[config.mk]
export PLATFORM = sky130hd
export DESIGN_NAME = ahb_burst_master
export DESIGN_NICKNAME = d
export VERILOG_FILES = /design/src/rtl/ahb_burst_master.sv
export SDC_FILE = /design/constraint.sdc
export NUM_CORES = 1
export LEC_CHECK = 0
export ABC_AREA = 0
export BUFFER_PORTS_ARGS = -buffer_cell sky130_fd_sc_hd__clkbuf_2
export CORE_UTILIZATION = 46
export CTS_CLUSTER_DIAMETER = 80
export DETAILED_ROUTE_END_ITERATION = 8
export PLACE_DENSITY = 0.8
export SLEW_MARGIN = 20
export SYNTH_ARGS = -nofsm -noshare
export SYNTH_HDL_FRONTEND = slang
export SYNTH_SLANG_ARGS = --single-unit
[constraint.sdc]
create_clock -name clk -period 5.89 [get_ports clk]
set_clock_uncertainty 0.1 [all_clocks]
set_input_delay 0.589 -clock clk [delete_from_list [all_inputs] [get_ports clk]]
set_output_delay 0.589 -clock clk [all_outputs]
set_load 0.005 [all_outputs]
[src/rtl/ahb_burst_master.sv]
module ahb_burst_master #(
  parameter int ADDR_W = 32,
  parameter int DATA_W = 32,
  parameter int LEN_W  = 4
) (
  input  logic              clk,
  input  logic              rst_n,
  input  logic              cmd_valid,
  output logic              cmd_ready,
  input  logic              cmd_write,
  input  logic [ADDR_W-1:0] cmd_addr,
  input  logic [LEN_W-1:0]  cmd_len,
  input  logic              user_hold,
  output logic [LEN_W-1:0]  wr_idx,
  input  logic [DATA_W-1:0] wr_data,
  output logic              rd_valid,
  output logic [LEN_W-1:0]  rd_idx,
  output logic [DATA_W-1:0] rd_data,
  output logic              done,
  output logic              err,
  output logic [ADDR_W-1:0] haddr,
  output logic [1:0]        htrans,
  output logic              hwrite,
  output logic [2:0]        hsize,
  output logic [2:0]        hburst,
  output logic [DATA_W-1:0] hwdata,
  input  logic              hready,
  input  logic              hresp,
  input  logic [DATA_W-1:0] hrdata
);
  localparam int BYTES = DATA_W / 8;
  localparam logic [2:0] SIZE = 3'($clog2(BYTES));
  localparam logic [1:0] T_IDLE = 2'b00, T_BUSY = 2'b01, T_NSEQ = 2'b10, T_SEQ = 2'b11;

  logic              active, dp_valid, dp_write;
  logic [LEN_W-1:0]  last, dp_idx;
  logic [LEN_W:0]    iss;

  wire             acc     = hready && htrans[1];
  wire [LEN_W:0]   iss_n   = iss + (LEN_W+1)'(acc);
  wire             more    = iss_n <= {1'b0, last};
  wire             dp_done = dp_valid && hready;
  wire             dp_err  = dp_valid && hresp;
  wire             fin     = dp_idx == last;

  assign cmd_ready = !active && !dp_valid && hready;
  assign hsize     = SIZE;
  assign hburst    = 3'b001;
  assign wr_idx    = dp_idx;
  assign hwdata    = (dp_valid && dp_write) ? wr_data : '0;

  always_ff @(posedge clk) begin
    if (!rst_n) begin
      active <= 1'b0; htrans <= T_IDLE; haddr <= '0; hwrite <= 1'b0;
      last <= '0; iss <= '0;
      dp_valid <= 1'b0; dp_write <= 1'b0; dp_idx <= '0;
    end else if (dp_err && !hready) begin
      htrans <= T_IDLE;
      active <= 1'b0;
    end else if (hready) begin
      dp_valid <= acc;
      dp_write <= hwrite;
      dp_idx   <= iss[LEN_W-1:0];
      if (acc) begin
        iss   <= iss_n;
        haddr <= haddr + ADDR_W'(BYTES);
      end
      if (dp_err) begin
        htrans <= T_IDLE;
        active <= 1'b0;
      end else if (active && more) begin
        htrans <= user_hold ? T_BUSY : T_SEQ;
      end else if (active) begin
        htrans <= T_IDLE;
        if (dp_done && fin) active <= 1'b0;
      end else if (cmd_valid && !dp_valid) begin
        active <= 1'b1;
        htrans <= T_NSEQ;
        haddr  <= cmd_addr;
        hwrite <= cmd_write;
        last   <= cmd_len;
        iss    <= '0;
      end
    end
  end

  always_ff @(posedge clk) begin
    if (!rst_n) begin
      rd_valid <= 1'b0; rd_idx <= '0; rd_data <= '0; done <= 1'b0; err <= 1'b0;
    end else begin
      rd_valid <= dp_done && !dp_write && !hresp;
      rd_idx   <= dp_idx;
      if (dp_done) rd_data <= hrdata;
      done     <= dp_done && (hresp || fin);
      err      <= dp_done && hresp;
    end
  end
endmodule

# Word level (Yosys, flattened, before mapping)
# Cells that the tools add are included.
# op_classes
add_sub_neg,2
n_bitwise,5
reduce_logical,26
n_eq_ne,2
mux,21
n_lt_le_gt_ge,1
# op_table
op,count
2-to-1 mux 32 bit,6
adder 32 x 3 -> 32 bit (second input constant),1
2-to-1 mux 5 bit,5
logical AND 1 bit,14
2-to-1 mux 2 bit,5
AND reduction 2 bit,3
AND reduction 6 bit,1
adder 5 x 1 -> 5 bit,1
less-or-equal comparator 5 x 4 -> 1 bit,1
zero test 1 bit,5
2-to-1 mux 1 bit,5
inverter 1 bit,5
equality test 4 bit,1
nonzero test 4 bit,1
!= test 2 bit (second input constant),1
OR reduction 2 bit,1
logical OR 1 bit,1
# word_totals
elab_cells,71
register_bits,90
output_inout_bits,117
input_bits,107

# Longest topological paths before layout
# depth
word_depth,7
ltp_mapped,12
ltp_nobuf,11

# Worst setup path after synthesis
# OpenSTA, ideal clock, no wires.
# synth_path
kind,in2reg
from,input hready
to,register active
setup_time_ps,117
path_slack_ps,3218
required_time_ps,5673
cell_stages,12
arrival_ps,2455
path_buffers,1
cell_sequence,buf_2 nand2_1 inv_1 ha_1 ha_1 xor2_1 ha_1 nand4_1 o21ai_0 a21oi_1 o21ai_0 a32o_1
# synth_between
elab_chain_len,6
elab_cells_between_ends,15
cone_classes,1 x add/sub; 1 x order compare; 1 x eq/ne; 4 x mux; 8 x reduce/logical
# synth_lines
element,line_no,rtl
from (decl),27,"input logic hready,"
logical AND 1 bit,39,wire acc = hready && htrans[1];
via acc,39,
adder 5 x 1 -> 5 bit,40,wire [LEN_W:0] iss_n = iss + (LEN_W+1)'(acc);
less-or-equal comparator 5 x 4 -> 1 bit,41,"wire more = iss_n <= {1'b0, last};"
logical AND 1 bit,71,end else if (active && more) begin
!= test 2 bit (no source line),n/a,
AND reduction 2 bit (no source line),n/a,
to (signal assigned),70,active <= 1'b0;
to (signal assigned),75,if (dp_done && fin) active <= 1'b0;
to (signal assigned),77,active <= 1'b1;
to (decl),35,"logic active, dp_valid, dp_write;"
# The timed path passes the listed nets, and every way through them passes these cells. The select of a mux whose other input is x is not followed.
# A chain may end at the register's enable or synchronous reset.

# Final worst setup path
# Ends and elaborated chain as after synthesis.

==> reports/qor.json <==
{
  "die-area_sq_um": 10250,
  "max-vdd-ir-drop_mv": 0.1463,
  "core.rowCount": 35,
  "min_path_type": "in -> reg",
  "hold_viol": 0,
  "fp.coreArea_sq_um": 9371,
  "synthesis.area_per_instance_sq_um": 7.600,
  "cts_tree": "yes",
  "cpMostUsedCell": "sky130_fd_sc_hd__ha_1",
  "finalWirelength_mm": 13.64,
  "pwr_density_cell_nw_per_um2": 213.8,
  "floorplan.initialDensity_pct": 48.33,
  "clk_pin_slew_ns": 0.09,
  "number_of_antenna_violations_at_the_first_check_in_global_routing": 0,
  "fraction_of_registers_with_async_set_or_reset_after_synthesis_pct": 0,
  "clock_tree_root_driver_cell": "sky130_fd_sc_hd__clkbuf_8",
  "cts_hold_repair.buffers": 0,
  "ctsHtreeMaxLevel": 3,
  "finalMaxSlewViolations": 0,
  "place_ws_ns": 2.489,
  "setup_viol": 0,
  "ys_seq_elements": 90,
  "clock_insertion_delay_at_the_later_pin_of_the_skew_report_ns": 0.37,
  "layout_setup_ws_ns": 2.889,
  "place.detailed.hpwl_mm": 9.643,
  "cts_made_buffers": 9,
  "synth.lib_cells_used.distinct": 62,
  "grt_max_degree": 51,
  "routed_wire_length_per_instance_um": 14.91,
  "routed-via-count": 5040,
  "crit_path_cell_trace": "clkbuf_2 -> buf_4 -> nand2_1 -> inv_1 -> ha_1 -> ha_1 -> ha_1 -> nor2b_1 -> o21ai_0 -> a21oi_1 -> o21ai_0 -> a32o_1",
  "timing.critical_path.slowest_cell_delay_ns": 0.42,
  "netlist_area_sq_um": 4529,
  "count_of_max_cap_constraint_violations": 0,
  "diodes": 0,
  "grt_pass1_wl_mm": 21.79,
  "dr.first_iter.drc_count": 267,
  "yosys_warnings": 0,
  "grt_usage_pct": 26.53,
  "drive_gt1_share_pct": 31.42,
  "tns_ns": 0,
  "synth.yosys.seq_area_share_pct": 39.78,
  "i_o_pin_count": 224,
  "vias_in_the_first_global_route": 4519,
  "numClockSinks": 90,
  "tightest_slew_ns": 0.7634,
  "synth-main-ff-cell": "sky130_fd_sc_hd__dfxtp_1",
  "worst-setup-path-type": "in -> reg",
  "areaGrowthSynthToFinish_pct": 27.68,
  "p_leak_nw": 2.658,
  "fmax_mhz": 333.2,
  "synth_edf_count": 0,
  "clock_period_minus_worst_slack_ns": 3.001,
  "cts_resized": 0,
  "arrival_ns": 3.16,
  "status": "complete, no violations",
  "timing.max_slew.rel_slack_pct": 49.04,
  "globalRoute.totalOverflow": 0,
  "crit_path_start_kind": "input pin",
  "nNetsFinal": 895,
  "drt-vias-per-instance": 5.508,
  "place_congestion": 0.8449,
  "rsz0062_at_grt": "no",
  "timing.critical_path.slowest_stage_cell": "sky130_fd_sc_hd__buf_4",
  "die_w_um": 101.2,
  "io_buffers": 217,
  "floorplan.die.height_um": 101.2,
  "drt_pre_antenna_iters": 5,
  "clk_path_buf_depth": 2,
  "post-cts-setup-buffers": 0,
  "critPathRequiredTime_ns": 6.05,
  "synthCells": 596,
  "maximum_fanout_along_the_worst_path": 50,
  "drtAntennaViolNets": 0,
  "route.detailed.drc": 0,
  "layout_worst_path_cycle_share_pct": 50.95,
  "crit_path_end_kind": "register"
}
cells in the mapped netlist, drive strengths merged (4+ instances only):
cell	instances	share of area, %
a21oi	64	7.1
a31oi	4	0.55
and2	8	1.1
and3	37	5.1
and4	6	1.3
buf	15	2.0
clkbuf	35	2.9
dfxtp	90	40
ha	7	1.9
inv	13	1.1
mux2i	6	1.3
nand2	119	9.9
nand3	17	1.9
nand4	10	1.4
nor2	30	2.5
nor3	16	1.8
nor4	12	1.8
o21ai	33	3.6
o22ai	4	0.55
o31ai	5	0.83
or3	5	0.69
xor2	4	0.77
area by class of cell:
class                   instances  area, sq um
multi-input cells             446         2477
repair buffers                220         1109
clock inverters                 5        38.79
clock buffers                  11        141.4
fillers                       907         3588
flip-flops and latches         90         1803
inverters                      14        52.55
well taps                     129        161.4
worst paths after layout:
check                                             from               endpoint  cells after the start  slack, ns
worst max-delay path                            hready    active$_SDFFE_PP0P_                     12       2.89
worst min-delay path                        cmd_len[2]   last[2]$_SDFFE_PN0P_                      3       0.34
worst max register to register  htrans[1]$_SDFFE_PP0P_    active$_SDFFE_PP0P_                     10       3.11
worst min register to register   haddr[0]$_SDFFE_PN0P_  haddr[0]$_SDFFE_PN0P_                      2       0.36
per-stage QoR:
step	hold WS (ns)	area (sq um)	cells	utilization, %	total power [mW]
finish	0.3353	5783	915	61.71	1.236
global route	0.3332	5783	915	61.71	1.289
CTS	0.3256	5778	915	61.66	1.241
detailed placement	0.3478	5598	899	59.73	0.8501
global placement	0.3418	5598	899	59.73	0.8445
floorplan	0.3489	4544	600	-	0.7714
registers in the layout (all words and copies together) (netlist names), 2 cells and up:
name,count
haddr,32
wr_idx,4
last,4
rd_data,32
htrans,2
iss,5
rd_idx,4
kinds of logic after synthesis:
logic type                 after synthesis  synth area share [%]
buffers and inverters                   64                 6.077
xor gates and xnor gates                 6                 1.160
adders and majority gates                7                 1.934
muxes                                    7                 1.575
AOI/OAI and AO/OA                      147                 19.70
and+or+nand+nor                        273                 29.61
DFF                                     90                 39.78
other                                    2                0.1658
layer usage:
layer / track usage, % / part of all wire [%] / vias to the layer above
met5: 0 / 0 / -
met4: 7.804 / 1.1 / 0
met3: 6.487 / 8.9 / 18
met2: 43.17 / 48 / 240
met1: 34.89 / 42 / 2317
li1: - / - / 2465
critical path, delay by kind of cell:
family / cells / cell delay (ns)
adders and majority gates: 3 / 0.73
and+or+nand+nor: 2 / 0.39
buffers and inverters: 3 / 0.63
AOI/OAI and AO/OA: 4 / 0.78
power by group:
| group | internal [mW] | switching [mW] |
|---|---|---|
| logic | 0.0797 | 0.0973 |
| clock network | 0.168 | 0.230 |
| registers | 0.631 | 0.0310 |
| total | 0.878 | 0.358 |
layout by cell type (no fill, tap or decap), types with 3 or more instances in the layout:
cell and count:
sky130_fd_sc_hd__nand4_1 10, sky130_fd_sc_hd__a22o_1 3, sky130_fd_sc_hd__o21ai_0 33, sky130_fd_sc_hd__clkbuf_2 217
sky130_fd_sc_hd__and2_1 7, sky130_fd_sc_hd__inv_1 12, sky130_fd_sc_hd__o31ai_1 5, sky130_fd_sc_hd__nor4_1 11
sky130_fd_sc_hd__a31oi_1 4, sky130_fd_sc_hd__nor2_1 30, sky130_fd_sc_hd__nand3_1 17, sky130_fd_sc_hd__o21a_1 3
sky130_fd_sc_hd__and3_1 37, sky130_fd_sc_hd__xor2_1 4, sky130_fd_sc_hd__dfxtp_1 89, sky130_fd_sc_hd__ha_1 7
sky130_fd_sc_hd__or3_1 5, sky130_fd_sc_hd__a2bb2oi_1 3, sky130_fd_sc_hd__clkbuf_8 10, sky130_fd_sc_hd__mux2i_1 6
sky130_fd_sc_hd__and4_1 4, sky130_fd_sc_hd__a21oi_1 64, sky130_fd_sc_hd__nor3_1 16, sky130_fd_sc_hd__nand2_1 117
sky130_fd_sc_hd__a211oi_1 3, sky130_fd_sc_hd__a22oi_1 3, sky130_fd_sc_hd__conb_1 6, sky130_fd_sc_hd__o22ai_1 4
sky130_fd_sc_hd__buf_4 3
No activity file was read; power rests on OpenSTA's default activity.
